## config.mk

```make
export PLATFORM = sky130hd
export DESIGN_NAME = vol_cmd_parser
export DESIGN_NICKNAME = d
export VERILOG_FILES = /design/src/rtl/vol_cmd_pkg.sv /design/src/rtl/vol_hex_decode.sv /design/src/rtl/vol_cmd_fsm.sv /design/src/rtl/vol_channel_pick.sv /design/src/rtl/vol_cmd_parser.sv
export SDC_FILE = /design/constraint.sdc
export NUM_CORES = 1
export LEC_CHECK = 0
export BUFFER_PORTS_ARGS = -buffer_cell sky130_fd_sc_hd__buf_2
export CORE_MARGIN = 2
export CORE_UTILIZATION = 44
export CTS_CLUSTER_SIZE = 14
export DETAILED_ROUTE_END_ITERATION = 8
export PLACE_DENSITY = 0.66
export RECOVER_POWER = 50
export REMOVE_ABC_BUFFERS = 1
export SLEW_MARGIN = 15
export SYNTH_ARGS = -nofsm -noshare
export SYNTH_HDL_FRONTEND = slang
export SYNTH_SLANG_ARGS = --single-unit
```

## constraint.sdc

```tcl
create_clock -name clk -period 3.4 [get_ports clk]
set_clock_uncertainty 0.15 [all_clocks]
set_input_delay 1.02 -clock clk [delete_from_list [all_inputs] [get_ports clk]]
set_output_delay 1.02 -clock clk [all_outputs]
set_load 0.005 [all_outputs]
```

## src/rtl/vol_cmd_pkg.sv

```systemverilog
// Shared types and character codes for the volume command parser.
// Assumes 8-bit ASCII bytes.
package vol_cmd_pkg;
    typedef enum logic [2:0] {
        PS_IDLE,
        PS_OPC,
        PS_LDIG,
        PS_RMARK,
        PS_RDIG,
        PS_TERM
    } parse_state_t;

    localparam logic [7:0] CH_V  = 8'h56;
    localparam logic [7:0] CH_L  = 8'h4C;
    localparam logic [7:0] CH_R  = 8'h52;
    localparam logic [7:0] CH_CR = 8'h0D;
endpackage

```

## src/rtl/vol_hex_decode.sv

```systemverilog
// Combinational hex-character decoder.
// Converts an ASCII byte into a 4-bit nibble and flags whether the byte is a
// hex digit. When LOWER_OK is 1, the lowercase letters a-f are accepted too.
module vol_hex_decode #(
    parameter bit LOWER_OK = 1'b1
) (
    input  logic [7:0] ch,
    output logic       is_hex,
    output logic [3:0] nib
);
    logic       dig_hit;
    logic       up_hit;
    logic       lo_hit;
    logic [7:0] dig_off;
    logic [7:0] up_off;
    logic [7:0] lo_off;

    // Digit and uppercase letter ranges.
    always_comb begin
        dig_hit = (ch >= 8'h30) && (ch <= 8'h39);
        up_hit  = (ch >= 8'h41) && (ch <= 8'h46);
        dig_off = ch - 8'h30;
        up_off  = ch - 8'h37;
        lo_off  = ch - 8'h57;
    end

    // Lowercase letters, present only when enabled.
    generate
        if (LOWER_OK) begin : g_lower
            assign lo_hit = (ch >= 8'h61) && (ch <= 8'h66);
        end else begin : g_no_lower
            assign lo_hit = 1'b0;
        end
    endgenerate

    // Select the nibble value of the range that matched.
    always_comb begin
        is_hex = dig_hit || up_hit || lo_hit;
        if (dig_hit)     nib = dig_off[3:0];
        else if (up_hit) nib = up_off[3:0];
        else if (lo_hit) nib = lo_off[3:0];
        else             nib = 4'h0;
    end
endmodule

```

## src/rtl/vol_cmd_fsm.sv

```systemverilog
// Command parsing state machine with shadow and committed volume registers.
// Assumes VOL_W is a multiple of 4. Each field is VOL_W/4 hex digits, with
// the most significant digit first. The volumes are written only on a CR in
// the terminator position. A 'V' always restarts parsing.
module vol_cmd_fsm
    import vol_cmd_pkg::*;
#(
    parameter int VOL_W = 8
) (
    input  logic             clk,
    input  logic             rst_n,
    input  logic             byte_valid,
    input  logic [7:0]       byte_data,
    input  logic             is_hex,
    input  logic [3:0]       nib,
    output logic [VOL_W-1:0] left_vol,
    output logic [VOL_W-1:0] right_vol,
    output logic             update,
    output logic             error
);
    localparam int DIGITS = VOL_W / 4;
    localparam int CNT_W  = $clog2(DIGITS + 1);
    localparam logic [CNT_W-1:0] LAST_DIG = CNT_W'(DIGITS - 1);

    parse_state_t     state;
    logic             full_form;
    logic [CNT_W-1:0] dig_cnt;
    logic [VOL_W-1:0] sh_left;
    logic [VOL_W-1:0] sh_right;
    logic [VOL_W-1:0] nib_ext;

    // Zero-extend the decoded nibble to the volume width.
    assign nib_ext = VOL_W'(nib);

    // Advance the parser on each valid byte and write the volumes on a good CR.
    always_ff @(posedge clk) begin
        if (!rst_n) begin
            state     <= PS_IDLE;
            full_form <= 1'b0;
            dig_cnt   <= '0;
            sh_left   <= '0;
            sh_right  <= '0;
            left_vol  <= '0;
            right_vol <= '0;
            update    <= 1'b0;
            error     <= 1'b0;
        end else begin
            update <= 1'b0;
            error  <= 1'b0;
            if (byte_valid) begin
                if (byte_data == CH_V) begin
                    state   <= PS_OPC;
                    dig_cnt <= '0;
                end else begin
                    case (state)
                        PS_IDLE: begin
                        end
                        PS_OPC: begin
                            if (byte_data == CH_L) begin
                                full_form <= 1'b1;
                                dig_cnt   <= '0;
                                state     <= PS_LDIG;
                            end else if (is_hex) begin
                                full_form <= 1'b0;
                                sh_left   <= (sh_left << 4) | nib_ext;
                                if (DIGITS == 1) begin
                                    dig_cnt <= '0;
                                    state   <= PS_RDIG;
                                end else begin
                                    dig_cnt <= CNT_W'(1);
                                    state   <= PS_LDIG;
                                end
                            end else begin
                                error <= 1'b1;
                                state <= PS_IDLE;
                            end
                        end
                        PS_LDIG: begin
                            if (is_hex) begin
                                sh_left <= (sh_left << 4) | nib_ext;
                                if (dig_cnt == LAST_DIG) begin
                                    dig_cnt <= '0;
                                    state   <= full_form ? PS_RMARK : PS_RDIG;
                                end else begin
                                    dig_cnt <= dig_cnt + 1'b1;
                                end
                            end else begin
                                error <= 1'b1;
                                state <= PS_IDLE;
                            end
                        end
                        PS_RMARK: begin
                            if (byte_data == CH_R) begin
                                dig_cnt <= '0;
                                state   <= PS_RDIG;
                            end else begin
                                error <= 1'b1;
                                state <= PS_IDLE;
                            end
                        end
                        PS_RDIG: begin
                            if (is_hex) begin
                                sh_right <= (sh_right << 4) | nib_ext;
                                if (dig_cnt == LAST_DIG) begin
                                    dig_cnt <= '0;
                                    state   <= PS_TERM;
                                end else begin
                                    dig_cnt <= dig_cnt + 1'b1;
                                end
                            end else begin
                                error <= 1'b1;
                                state <= PS_IDLE;
                            end
                        end
                        PS_TERM: begin
                            if (byte_data == CH_CR) begin
                                left_vol  <= sh_left;
                                right_vol <= sh_right;
                                update    <= 1'b1;
                            end else begin
                                error <= 1'b1;
                            end
                            state <= PS_IDLE;
                        end
                        default: state <= PS_IDLE;
                    endcase
                end
            end
        end
    end

    AST_UPDATE_NEEDS_CR: assert property (@(posedge clk) disable iff (!rst_n)
        update |-> $past(byte_valid && (byte_data == CH_CR)));
    AST_NO_UPD_WITH_ERR: assert property (@(posedge clk) disable iff (!rst_n)
        !(update && error));
    AST_ERR_NEEDS_BYTE: assert property (@(posedge clk) disable iff (!rst_n)
        error |-> $past(byte_valid));
    AST_VOL_HOLD: assert property (@(posedge clk) disable iff (!rst_n)
        !update |-> ($stable(left_vol) && $stable(right_vol)));
    AST_RESTART_NO_ERR: assert property (@(posedge clk) disable iff (!rst_n)
        $past(byte_valid && (byte_data == CH_V)) |-> !error);
endmodule

```

## src/rtl/vol_channel_pick.sv

```systemverilog
// Selects the volume this speaker applies, from the static channel-select pin.
// Assumes chan_sel is tied off or changes only rarely. The path is combinational.
module vol_channel_pick #(
    parameter int VOL_W = 8
) (
    input  logic             chan_sel,
    input  logic [VOL_W-1:0] left_vol,
    input  logic [VOL_W-1:0] right_vol,
    output logic [VOL_W-1:0] gain
);
    // Route the selected channel's volume to the gain output.
    always_comb begin
        gain = chan_sel ? right_vol : left_vol;
    end
endmodule

```

## src/rtl/vol_cmd_parser.sv

```systemverilog
// Top level of the ASCII volume command parser.
// Decodes hex characters, parses long-form and short-form commands, and picks
// the volume for this speaker's channel. Assumes one byte per cycle at most.
module vol_cmd_parser #(
    parameter int VOL_W    = 8,
    parameter bit LOWER_OK = 1'b1
) (
    input  logic             clk,
    input  logic             rst_n,
    input  logic             byte_valid,
    input  logic [7:0]       byte_data,
    input  logic             chan_sel,
    output logic [VOL_W-1:0] left_vol,
    output logic [VOL_W-1:0] right_vol,
    output logic [VOL_W-1:0] gain,
    output logic             update,
    output logic             error
);
    logic       is_hex;
    logic [3:0] nib;

    vol_hex_decode #(.LOWER_OK(LOWER_OK)) u_hex (
        .ch     (byte_data),
        .is_hex (is_hex),
        .nib    (nib)
    );

    vol_cmd_fsm #(.VOL_W(VOL_W)) u_fsm (
        .clk        (clk),
        .rst_n      (rst_n),
        .byte_valid (byte_valid),
        .byte_data  (byte_data),
        .is_hex     (is_hex),
        .nib        (nib),
        .left_vol   (left_vol),
        .right_vol  (right_vol),
        .update     (update),
        .error      (error)
    );

    vol_channel_pick #(.VOL_W(VOL_W)) u_pick (
        .chan_sel  (chan_sel),
        .left_vol  (left_vol),
        .right_vol (right_vol),
        .gain      (gain)
    );
endmodule

```

[After elaboration in Yosys (flattened, before gate mapping)]
Index checks and enable logic that the tools add are counted.
Storage, ports and cells
  register bits after elaboration: 40
Operators by class
  $add $sub $neg: 4
  order comparisons: 6
  equal/unequal tests: 17
  multiplexer cells: 32
  bitwise gates (word level): 6
  reductions and logical operators: 18
Operators with widths (count)
  equality test 8 x 7 -> 1 bit, second input constant: 3
  two-way mux 3 bit: 8
  two-way mux 8 bit: 3
  AND reduction 4 bit: 5
  >= comparator 8 x 7 -> 1 bit, second input constant: 2
  <= comparator 8 x 7 -> 1 bit, second input constant: 2
  OR 8 x 4 -> 8 bit: 2
  one-hot mux 8 bit (2 select lines): 1
  one-hot mux 3 bit (5 select lines): 1
  two-way mux 2 bit: 7
  two-way mux 4 bit: 3
  != test 4 x 2 -> 1 bit, second input constant: 3
  equality test 8 x 4 -> 1 bit, second input constant: 1
  >= comparator 8 x 6 -> 1 bit, second input constant: 1
  <= comparator 8 x 6 -> 1 bit, second input constant: 1
  subtractor 4 x 3 -> 4 bit, second input constant: 2
  two-way mux 1 bit: 7
  equality test 3 x 2 -> 1 bit, second input constant: 2
  equality test 3 bit, second input constant: 2
  != test 3 x 1 -> 1 bit, second input constant: 2
  one-hot mux 2 bit (3 select lines): 1
  AND reduction 5 bit: 1
  NOT 1 bit: 4
  one-hot mux 1 bit (4 select lines): 1
  14 further kinds: 18

[Depth between registers and ports, before layout]
Gate-level depths: netlist of the first run.
  depth in word-level cells: 9
  mapped depth: 9
  mapped depth without buffers: 7

[Hierarchy]
From an unflattened synthesis of the first run, not the netlist that was laid out.
Second synthesis, totals
  cell total of the unflattened synthesis: 253
  area total of the unflattened synthesis: 2262.2 um^2
Modules (own cells, without submodules)
  vol_cmd_fsm: times used 1, cells each 219, area an instance 1926.8 um^2
  vol_hex_decode: times used 1, cells each 25, area an instance 203.9 um^2
  vol_channel_pick: times used 1, cells each 9, area an instance 131.4 um^2

[Worst setup path before layout of the first run]
No wires, ideal clock.
  path type: input -> register
  start point: input byte_data[3]
  end point: register u_fsm.sh_left[0]
  arrival time: 2.957 ns
  required time: 3.122 ns
  slack: 0.166 ns
  stages: 7
  buffers on the path: 2
  cell sequence: or3b_1 > buf_6 > or4_4 > buf_6 > a221oi_4 > mux2i_1 > nor2_1
Between the ends
  cells in the longest elaborated chain, start to end: 9
Ends and longest elaborated chain
  start, declared: line vol_cmd_parser.sv:11  | input logic [7:0] byte_data,
  >= comparator 8 x 7 -> 1 bit or <= comparator 8 x 7 -> 1 bit (tied branches): line vol_hex_decode.sv:30  | assign lo_hit = (ch >= 8'h61) && (ch <= 8'h66);
  logical AND 1 bit: line vol_hex_decode.sv:30
  two-way mux 4 bit: line vol_hex_decode.sv:41  | else if (lo_hit) nib = lo_off[3:0];
  two-way mux 4 bit: line vol_hex_decode.sv:40  | else if (up_hit) nib = up_off[3:0];
  two-way mux 4 bit: line vol_hex_decode.sv:39  | if (dig_hit) nib = dig_off[3:0];
  OR 8 x 4 -> 8 bit: line vol_cmd_fsm.sv:65, vol_cmd_fsm.sv:80
  two-way mux 8 bit: line vol_cmd_fsm.sv:63, vol_cmd_fsm.sv:79
  two-way mux 8 bit: line vol_cmd_fsm.sv:59  | if (byte_data == CH_L) begin
  one-hot mux 8 bit (2 select lines): line vol_cmd_fsm.sv:55  | case (state)
  end signal, assigned: line vol_cmd_fsm.sv:65  | sh_left <= (sh_left << 4) | nib_ext;
  end signal, assigned: line vol_cmd_fsm.sv:80  | sh_left <= (sh_left << 4) | nib_ext;
  end, declared: line vol_cmd_fsm.sv:28  | logic [VOL_W-1:0] sh_left;
Several ways; a longest one is shown, not always the timed one. The select of a mux whose other input is x is not followed.
A chain may end at the register's enable or synchronous reset.

[Final worst setup path of the first run]
  start point: input byte_data[3]
  end point: register u_fsm.left_vol[7]
Between the ends
  cells in the longest elaborated chain, start to end: 3
Ends and longest elaborated chain
  equality test 8 x 7 -> 1 bit: line vol_cmd_fsm.sv:51  | if (byte_data == CH_V) begin
  NOT 1 bit (no line)
  AND reduction 4 bit (no line) *
  end signal, assigned: line vol_cmd_fsm.sv:117  | left_vol <= sh_left;
  end, declared: line vol_cmd_fsm.sv:16  | output logic [VOL_W-1:0] left_vol,
Mark *: on every way between the ends. The rest lies on a longest branch, timed or not.

==> summary.txt, run 1 <==
Timing
  – TNS Setup: 0 ps
  – RSZ-0062 raised after global routing: no
  – Worst slew pin tran: roughly 800 ps
  – Final hold viol count: 0
  – Final setup vio count: 0
  – Fin crit period: ~3000 ps
  – Post-route clock period utilization: 0.868
  – Fmax: ~0.34 GHz
  – Final worst slack: around 450 ps
  – Max-slew violations: 0
  – Final Hold Slack: just over 300 ps
  – Relative slew margins: 0.473

Status
  – Status: finished clean

Place
  – Setup WS pre-CTS: around 180 ps
  – Placer Congestion: approximately 0.96
  – Dpl cell area: between 2000 and 2500 µm²
  – Placed insts: 330
  – Hpwl dp: roughly 3.4 mm
  – Buffers on Ports: 37

Finish
  – Area grow syn2layout: 16.6%
  – Final Util: 0.543
  – Post-Layout Cell Count: between 300 and 400
  – Final Instance Area: approximately 2400 µm²
  – Ant diodes: 0
  – Nets: slightly above 300
  – Layout cells sized above 1: 0.220

Flow run
  – Max-Cap Viols: 0

Synthesis
  – Syn_area_per_cell: 8.35 µm²
  – Cell accounting for the most synthesized area: dfxtp_1
  – Ys flop type: dfxtp_1
  – Fraction of registers with async set/reset: 0
  – Synth Cell Area: 2050 µm²
  – Top cell type's share of synthesized area: 0.390
  – Top post-synthesis cells by area: dfxtp_1 39%, nand2_1 7.3%, a21oi_1 6.6%, mux2_2 4.4%, mux2i_1 3.4%
  – Syn Inst Count: between 200 and 250
  – Synth cell count leaders: 40 x dfxtp_1, 40 x nand2_1, 27 x a21oi_1, 14 x o21ai_0
  – Synth unique cells: 51
  – EDFF count, synth: 0
  – Seq cells post-synth: 40
  – Yosys warns: 0
  – Register area share after synthesis: 0.390

Clock network
  – Worst-skew pair later-pin latency: between 200 and 300 ps
  – CTS sink count: 40
  – Post-cts resize count: 0
  – Setup repair bufs after CTS: 0
  – Worst-path clk slew: 70 ps
  – Clk buf depth: 2
  – TritonCTS clock tree: built
  – CTS root buffer: clkbuf_8
  – Cts bufs inserted: 5
  – # hold bufs at CTS: 0
  – Clock H-tree levels: 2

Setup path
  – RR Endpoint: u_fsm.dig_cnt[0]
  – Max incr delay on CP: between 500 and 600 ps
  – CP Capture Type: flip-flop
  – Crit path kind: in -> reg
  – Crit path DAT: slightly above 3000 ps
  – Setup crit start kind: input pin
  – Worst R2R Path Depth: 5
  – R2R setup slack: around 1200 ps
  – R2r startpoint: u_fsm.state[0]
  – Worst EP required: about 3500 ps
  – Crit path launch: byte_data[3]
  – Worst Setup EP: u_fsm.left_vol[7]
  – Worst path cell trace: buf_2 > nor4bb_1 > and3_1 > and4_1 > clkbuf_1 > nand2_1 > a21oi_1
  – CP Max Fanout: 16
  – Slowest cell on crit path: nor4bb_1

Global route
  – Largest net degree at the start of global routing: 21
  – GRT Overall Usage: 0.187
  – Grt total ovfl: 0
  – Initial antenna violation count: 0
  – First-pass GRT wire length: approximately 7.8 mm
  – Vias in the first global route: around 1.7k

Power
  – Worst IR Drop VDD: approximately 0.00016 V
  – Overall power: approximately 0.85 mW
  – Pwr Density: 356 nW/µm²
  – Pleak: between 0.9 and 1 nW

Die
  – Ports: 38
  – Die height: 72.3 µm
  – Starting Density: 0.465
  – CORE AREA: 4410 µm²
  – Die width: between 70 and 80 µm
  – Die ar.: 5230 µm²
  – Row cnt: 24

Route
  – Routed vias/inst: roughly 5.8
  – Drt wl/cell: around 14 µm
  – Iteration count of the initial detailed-routing pass: 4
  – Routed via count: 1,946
  – DRC violations left: 0
  – Starting DRT DRC Count: around 130
  – Routed wire length: 4.66 mm
  – Antenna viol nets, final: 0

Worst hold path
  – Hold WC Path Type: reg -> reg
  – Hold_sp: u_fsm.sh_right[6]
flip-flops by register name (all words and copies together), names as in the netlist:
signal and cells:
u_fsm.full_form 1, u_fsm.right_vol 8, u_fsm.sh_right 8, u_fsm.update 1, u_fsm.state 3, u_fsm.sh_left 8
u_fsm.left_vol 8, u_fsm.dig_cnt 2, u_fsm.error 1
cell usage in the layout, fill, tap and decap left out, types with 2 or more instances in the layout:
cell,Yosys,layout
buf_4,0,9
nand3_1,7,7
a211oi_1,7,7
mux2i_1,7,7
mux2_2,8,8
o211ai_1,3,3
nand2_1,40,40
dfxtp_1,40,40
clkbuf_8,0,6
buf_2,0,35
ha_1,5,5
inv_1,8,8
or3_1,2,2
a21oi_1,27,27
o41ai_1,2,2
nor3_1,7,7
o311ai_0,2,2
nor2_1,13,13
nand4_1,2,2
a311oi_1,2,2
xnor2_1,2,2
and3_1,3,3
nor2b_1,2,2
clkbuf_1,13,4
o21ai_0,14,14
cell type report:
type | instances | area, µm²
Fill cell | 420 | 2020
Multi-Input combinational cell | 183 | 1150
Sequential cell | 40 | 801
Timing Repair Buffer | 47 | 254
Clock buffer | 7 | 86.3
Tap cell | 52 | 65.1
Inverter | 8 | 30.0
Clock inverter | 1 | 7.51
cells by family after synthesis:
kind of cell / after synthesis / synth area share
buffers and inverters: 23 / 0.0493
muxes: 15 / 0.0780
AOI/OAI and AO/OA: 74 / 0.241
adders and majority gates: 5 / 0.0305
xor gates and xnor gates: 3 / 0.0128
DFF: 40 / 0.390
and+or+nand+nor: 86 / 0.199
per-layer routing:
metal | global-route usage | vias up | routed length (µm)
met2 | 0.303 | 65 | 2140
li1 | - | 976 | -
met3 | 0.0417 | 6 | 241
met4 | 0.0692 | 0 | 73
met5 | 0 | - | 0
met1 | 0.245 | 899 | 2200
worst min-delay path by stage:
stage	to	cells past startpoint
6_report	u_fsm.right_vol[6]	2
5_1_grt	u_fsm.right_vol[6]	2
4_1_cts	u_fsm.right_vol[6]	2
3_5_place_dp	u_fsm.right_vol[4]	2
3_3_place_gp	u_fsm.right_vol[6]	2
2_1_floorplan	u_fsm.right_vol[4]	2
report_power, final:
| part | switching (mW) | internal, mW | leakage (nW) | total, mW |
|---|---|---|---|---|
| clock | 0.165 | 0.165 | 0.0445 | 0.329 |
| sequential | 0.000169 | 0.468 | 0.322 | 0.468 |
| combinational | 0.0366 | 0.0197 | 0.571 | 0.0564 |
critical path, delay by kind of cell:
family | cells | cell delay (ps)
compound gates | 1 | 170
simple gates | 4 | 1200
buf+inv | 2 | 620
Note: power is estimated with default switching activity, not from simulation.
==> run 2, diff against run 1 <==
--- a/config.mk
+++ b/config.mk
@@ -6,7 +6,6 @@
 export NUM_CORES = 1
 export LEC_CHECK = 0
 export BUFFER_PORTS_ARGS = -buffer_cell sky130_fd_sc_hd__buf_2
-export CORE_MARGIN = 2
 export CORE_UTILIZATION = 44
 export CTS_CLUSTER_SIZE = 14
 export DETAILED_ROUTE_END_ITERATION = 8
==> constraint.sdc (replaced) <==
create_clock -name clk -period 3.3 [get_ports clk]
set_clock_uncertainty 0.15 [all_clocks]
set_input_delay 0.99 -clock clk [delete_from_list [all_inputs] [get_ports clk]]
set_output_delay 0.99 -clock clk [all_outputs]
set_load 0.005 [all_outputs]
==> summary.txt, run 2 (synthesis gave the netlist of run 1 again) <==
Timing
  – RSZ-0062 raised after global routing: no (unchanged)
  – Worst slew pin tran: 642 ps (was 783 ps)
  – Final hold viol count: 0 (unchanged)
  – TNS Setup: 0 ps (unchanged)
  – Max-slew violations: 0 (unchanged)
  – Fmax: roughly 0.34 GHz
  – Relative slew margins: 0.572 (was 0.473)
  – Fin crit period: slightly below 3000 ps
  – Final worst slack: 386 ps (was 448 ps)
  – Final setup vio count: 0 (unchanged)
  – Post-route clock period utilization: 0.883

Global route
  – Largest net degree at the start of global routing: 39 (was 21)
  – GRT Overall Usage: 0.198 (was 0.187)
  – Initial antenna violation count: 0 (unchanged)
  – Grt total ovfl: 0 (unchanged)
  – Vias in the first global route: 1,634 (was 1,700)
  – First-pass GRT wire length: 7.89 mm (was 7.76 mm)

Die
  – Row cnt: 24 (unchanged)
  – Ports: 38 (unchanged)
  – Starting Density: 0.465 (unchanged)
  – Die width: 70.3 µm (was 72.3 µm)
  – Die ar.: 4950 µm² (was 5230 µm²)
  – CORE AREA: 4410 µm² (unchanged)
  – Die height: 70.3 µm (was 72.3 µm)

Setup path
  – R2R setup slack: 1090 ps (was 1200 ps)
  – Crit path depth: 9 (was 7)
  – Worst Setup EP: u_fsm.left_vol[7] (unchanged)
  – Setup crit start kind: input pin (unchanged)
  – CP Capture Type: flip-flop (unchanged)
  – Most frequent CP cell: clkbuf_1
  – Crit path DAT: 2990 ps (was 3020 ps)
  – Worst EP required: 3370 ps (was 3470 ps)
  – Worst R2R Path Depth: 5 (unchanged)
  – CP Max Fanout: 16 (unchanged)
  – Slowest cell on crit path: clkbuf_1 (was nor4bb_1)
  – Cell family with most CP delay: buffers and inverters (was simple AND/OR/NAND/NOR gates)
  – Worst path cell trace: clkbuf_1 > inv_1 > ha_1 > nand4b_1 > o21a_1 > and4_1 > clkbuf_1 > nand2_1 > a21oi_1 (was buf_2 > nor4bb_1 > and3_1 > and4_1 > clkbuf_1 > nand2_1 > a21oi_1)
  – Max incr delay on CP: 500 ps (was 510 ps)
  – RR Endpoint: u_fsm.dig_cnt[0] (unchanged)
  – Worst Path Buf+Inv: 3 (was 2)
  – Crit path kind: in -> reg (unchanged)
  – R2r startpoint: u_fsm.state[0] (unchanged)
  – Crit path launch: byte_data[0] (was byte_data[3])

Status
  – Status: finished clean (unchanged)

Finish
  – Nets: 303 (was 302)
  – Area grow syn2layout: 17.6% (was 16.6%)
  – Final Instance Area: 2420 µm² (was 2400 µm²)
  – Commonest non-fill, non-tap cells in the layout: 40 x nand2_1, 40 x dfxtp_1, 35 x buf_2 (unchanged)
  – Layout cells sized above 1: 0.223 (was 0.220)
  – Post-Layout Cell Count: 339 (was 338)
  – Ant diodes: 0 (unchanged)

Clock network
  – Worst-path clk slew: 70 ps (about the same)
  – TritonCTS clock tree: built (unchanged)
  – CTS root buffer: clkbuf_8 (unchanged)
  – Worst-skew pair later-pin latency: 290 ps (about the same)
  – Post-cts resize count: 0 (unchanged)
  – Clk buf depth: 2 (unchanged)
  – # hold bufs at CTS: 0 (unchanged)
  – Clock H-tree levels: 2 (unchanged)
  – Cts bufs inserted: 5 (unchanged)
  – Setup repair bufs after CTS: 0 (unchanged)
  – CTS sink count: 40 (unchanged)

Worst hold path
  – Hold Path Cell Cnt: 2 (unchanged)
  – Hold WC Path Type: reg -> reg (unchanged)

Place
  – Hpwl dp: 3.39 mm (was 3.41 mm)
  – Buffers on Ports: 37 (unchanged)
  – Placed insts: 331 (was 330)
  – Placer Congestion: 0.975 (was 0.964)
  – Dpl cell area: 2330 µm² (was 2310 µm²)
  – Setup WS pre-CTS: 128 ps (was 177 ps)

Power
  – Combinational share of power: 0.067 (was 0.066)
  – Overall power: 0.878 mW (was 0.854 mW)
  – Sw Ratio: 0.234 (was 0.236)
  – Pwr Density: 363 nW/µm² (was 356 nW/µm²)
  – Seq pwr share: 0.550 (was 0.548)
  – Clk pwr share: 0.383 (was 0.386)
  – Pleak: 0.943 nW (was 0.938 nW)
  – NetSw: 0.205 mW (was 0.201 mW)
  – Worst IR Drop VDD: 0.000161 V (was 0.000162 V)
  – P_int: 0.673 mW (was 0.653 mW)

Route
  – Routed wire length: 4.60 mm (was 4.66 mm)
  – Routed via count: 1,902 (was 1,946)
  – Starting DRT DRC Count: 100 (was 131)
  – Drt wl/cell: 13.6 µm (was 13.8 µm)
  – Iteration count of the initial detailed-routing pass: 4 (unchanged)
  – Antenna viol nets, final: 0 (unchanged)
  – Routed vias/inst: 5.61 (was 5.76)
  – DRC violations left: 0 (unchanged)

Flow run
  – Max-Cap Viols: 0 (unchanged)
## run 2: metrics by stage
step                       util  hold WS, ps
after floorplan               -          283
after global placement    0.527          295
after detailed placement  0.527          294
after CTS                 0.549          306
after global routing      0.547          317
final                     0.547          304
## run 2: layout make-up
class / count / area (µm²)
Fill cell: 432 / 2000
Multi-Input combinational cell: 183 / 1150
Sequential cell: 40 / 801
Timing Repair Buffer: 48 / 274
Clock buffer: 7 / 86.3
Tap cell: 52 / 65.1
Inverter: 8 / 30.0
Clock inverter: 1 / 7.51
## run 2: worst min-delay path by stage
stage                                  from                  to  slack (ps)
after floorplan           u_fsm.sh_right[4]  u_fsm.right_vol[4]         280
after global placement    u_fsm.sh_right[6]  u_fsm.right_vol[6]         290
after detailed placement  u_fsm.sh_right[4]  u_fsm.right_vol[4]         290
after CTS                 u_fsm.sh_right[4]  u_fsm.right_vol[4]         310
after global routing      u_fsm.sh_right[4]  u_fsm.right_vol[4]         320
final                     u_fsm.sh_right[4]  u_fsm.right_vol[4]         300
## run 2: tightest hold or removal path, cell delays in order (launching register included)
cell and delay [ps]:
dfxtp_1 310, nand2_1 50, a21oi_1 50
## run 2: layer usage
layer | vias to the layer above | track usage | part of all wire
li1 | 972 | - | -
met1 | 874 | 0.294 | 0.52
met2 | 52 | 0.274 | 0.42
met3 | 4 | 0.0390 | 0.047
met4 | 0 | 0.0822 | 0.011
met5 | - | 0 | 0
## run 2: power groups by stage
stage | sequential [mW] | combinational [mW] | clock, mW
finish | 0.482 | 0.0590 | 0.336
global route | 0.482 | 0.0655 | 0.364
CTS | 0.482 | 0.0585 | 0.344
detailed placement | 0.494 | 0.0584 | 0
global placement | 0.494 | 0.0586 | 0
floorplan | 0.494 | 0.0306 | 0
==> run 3, diff against run 2 <==
--- a/config.mk
+++ b/config.mk
@@ -9,7 +9,7 @@
 export CORE_UTILIZATION = 44
 export CTS_CLUSTER_SIZE = 14
 export DETAILED_ROUTE_END_ITERATION = 8
-export PLACE_DENSITY = 0.66
+export PLACE_DENSITY = 0.68
 export RECOVER_POWER = 50
 export REMOVE_ABC_BUFFERS = 1
 export SLEW_MARGIN = 15
==> constraint.sdc (replaced) <==
create_clock -name clk -period 2.6 [get_ports clk]
set_clock_uncertainty 0.15 [all_clocks]
set_input_delay 0.78 -clock clk [delete_from_list [all_inputs] [get_ports clk]]
set_output_delay 0.78 -clock clk [all_outputs]
set_load 0.005 [all_outputs]
==> summary.txt, run 3 (synthesis gave the netlist of run 1 again) <==
Setup path
  – Worst path cell trace: buf_6 > or3b_4 > or4_4 > a221oi_4 > buf_12 > mux2i_1 > nor2_1 (was clkbuf_1 > inv_1 > ha_1 > nand4b_1 > o21a_1 > and4_1 > clkbuf_1 > nand2_1 > a21oi_1)
  – RR Endpoint: u_fsm.state[2] (was u_fsm.dig_cnt[0])
  – Worst Path Buf+Inv: 2 (was 3)
  – Crit path depth: 7 (was 9)
  – CP Capture Type: flip-flop (unchanged)
  – Slowest cell on crit path: or4_4 (was clkbuf_1)
  – CP Max Fanout: 10 (was 16)
  – Worst Setup EP: u_fsm.sh_left[4] (was u_fsm.left_vol[7])
  – Crit path launch: byte_data[3] (was byte_data[0])
  – R2r startpoint: u_fsm.state[0] (unchanged)
  – Cell family with most CP delay: simple AND/OR/NAND/NOR gates (was buffers and inverters)
  – Max incr delay on CP: 570 ps (was 500 ps)
  – Crit path DAT: 2590 ps (was 2990 ps)
  – R2R setup slack: 390 ps (was 1090 ps)
  – Crit path kind: in -> reg (unchanged)
  – Setup crit start kind: input pin (unchanged)
  – Worst EP required: 2600 ps (was 3370 ps)
  – Worst R2R Path Depth: 5 (unchanged)

Route
  – Drt wl/cell: 14.3 µm (was 13.6 µm)
  – DRC violations left: 0 (unchanged)
  – Routed vias/inst: 5.60 (was 5.61)
  – Routed wire length: 5.17 mm (was 4.60 mm)
  – Routed via count: 2,028 (was 1,902)
  – Antenna viol nets, final: 0 (unchanged)
  – Iteration count of the initial detailed-routing pass: 4 (unchanged)
  – Starting DRT DRC Count: 110 (was 100)

Power
  – Combinational share of power: 0.093 (was 0.067)
  – P_int: 0.841 mW (was 0.673 mW)
  – Pwr Density: 413 nW/µm² (was 363 nW/µm²)
  – Worst IR Drop VDD: 0.000186 V (was 0.000161 V)
  – Seq pwr share: 0.552 (was 0.550)
  – Sw Ratio: 0.243 (was 0.234)
  – Overall power: 1.11 mW (was 0.878 mW)
  – Clk pwr share: 0.355 (was 0.383)
  – Pleak: 1.10 nW (was 0.943 nW)
  – NetSw: 0.269 mW (was 0.205 mW)

Status
  – Status: finished clean (unchanged)

Clock network
  – CTS sink count: 40 (unchanged)
  – # hold bufs at CTS: 0 (unchanged)
  – Cts bufs inserted: 5 (unchanged)
  – Worst-path clk slew: 70 ps (about the same)
  – Clock H-tree levels: 2 (unchanged)
  – Worst-skew pair later-pin latency: 290 ps (about the same)
  – Clk buf depth: 2 (unchanged)
  – TritonCTS clock tree: built (unchanged)
  – CTS root buffer: clkbuf_8 (unchanged)

Timing
  – Relative slew margins: 0.447 (was 0.572)
  – RSZ-0062 raised after global routing: yes (was no)
  – Max-slew violations: 0 (unchanged)
  – Final setup vio count: 0 (unchanged)
  – Final hold viol count: 0 (unchanged)
  – Post-route clock period utilization: 0.996
  – Fmax: 0.386 GHz
  – TNS Setup: 0 ps (unchanged)
  – Worst slew pin tran: 829 ps (was 642 ps)
  – Fin crit period: approximately 2600 ps

Flow run
  – Max-Cap Viols: 0 (unchanged)

Die
  – Die ar.: 4950 µm² (unchanged)
  – CORE AREA: 4410 µm² (unchanged)
  – Ports: 38 (unchanged)
  – Starting Density: 0.465 (unchanged)
  – Row cnt: 24 (unchanged)
  – Die width: 70.3 µm (unchanged)
  – Die height: 70.3 µm (unchanged)

Worst hold path
  – Hold Path Cell Cnt: 2 (unchanged)
  – Hold WC Path Type: reg -> reg (unchanged)

Place
  – Placer Congestion: 0.943 (was 0.975)
  – Hpwl dp: 3.77 mm (was 3.39 mm)
  – Buffers on Ports: 37 (unchanged)
  – Placed insts: 353 (was 331)

Global route
  – Grt total ovfl: 0 (unchanged)
  – Largest net degree at the start of global routing: 26 (was 39)
  – Initial antenna violation count: 0 (unchanged)
  – GRT Overall Usage: 0.213 (was 0.198)
  – Vias in the first global route: 1,856 (was 1,634)
  – First-pass GRT wire length: 8.55 mm (was 7.89 mm)

Finish
  – Post-Layout Cell Count: 362 (was 339)
  – Fillers: 430 (was 432)
  – Commonest non-fill, non-tap cells in the layout: 40 x nand2_1, 40 x dfxtp_1, 32 x buf_2 (was 40 x nand2_1, 40 x dfxtp_1, 35 x buf_2)
  – Layout cells sized above 1: 0.319 (was 0.223)
  – Area grow syn2layout: 30.9% (was 17.6%)
  – Nets: 327 (was 303)
  – Ant diodes: 0 (unchanged)
==> run 3: changes by cell type in the layout (fill, tap and decap cells not counted), moves of 2 or more <==
cell      delta
o41ai_1      -2
buf_4       +21
o41ai_2      +2
buf_2        -3
buf_12       +2
a21oi_4      +2
a211oi_1     -2
a211oi_2     +2
buf_6        +2
==> run 3: per-layer routing <==
metal  vias up  part of all wire  GRT usage
met5         -                 0          0
met4         0             0.011     0.0911
met3         8             0.037     0.0332
met2        51              0.49      0.346
met1       942              0.47      0.279
li1       1027                 -          -
==> run 3: timing repair <==
| item | in CTS | in global routing |
|---|---|---|
| buffers inserted | 0 | 2 |
| pin swaps | 1 | 8 |
| gates resized for setup | 3 | 15 |
| endpoints found under the setup margin | 5 | 17 |
==> run 3: tightest hold or removal path, stage by stage (launching register included) <==
cell and delay, ps:
dfxtp_1 320, nand2_1 50, a21oi_1 50
==> run 3: power groups by stage <==
stage,registers [mW],logic [mW],clock network [mW]
after floorplan,0.627,0.0389,0
after global placement,0.627,0.0931,0
after detailed placement,0.627,0.0944,0
after CTS,0.612,0.0957,0.405
after global routing,0.612,0.112,0.435
final,0.612,0.104,0.394
==> run 3: stage by stage <==
stage                     worst slack, ps  hold slack, ps  utilization  instance area (µm²)
final                                11.0             314        0.609                 2690
after floorplan                      -359             283            -                 1980
after global routing                -51.6             331        0.609                 2690
after detailed placement             -322             297        0.573                 2530
after global placement               -274             296        0.573                 2530
after CTS                            9.41             313        0.594                 2620
==> run 3: how the worst min path moves through the flow <==
stage | from | to | slack (ps)
floorplan | u_fsm.sh_right[4] | u_fsm.right_vol[4] | 280
CTS | u_fsm.sh_right[4] | u_fsm.right_vol[4] | 310
detailed placement | u_fsm.sh_right[4] | u_fsm.right_vol[4] | 300
global route | u_fsm.sh_right[4] | u_fsm.right_vol[4] | 330
global placement | u_fsm.sh_right[7] | u_fsm.right_vol[7] | 300
finish | u_fsm.left_vol[4] | u_fsm.left_vol[4] | 310
==> run 3: final cells by class <==
class | count | area [µm²] | share of cell area
Sequential cell | 40 | 801 | 0.298
Timing Repair Buffer | 72 | 492 | 0.183
Tap cell | 52 | 65.1 | 0.0242
Multi-Input combinational cell | 183 | 1220 | 0.454
Clock buffer | 5 | 68.8 | 0.0256
Inverter | 8 | 30.0 | 0.0112
Clock inverter | 2 | 12.5 | 0.00465
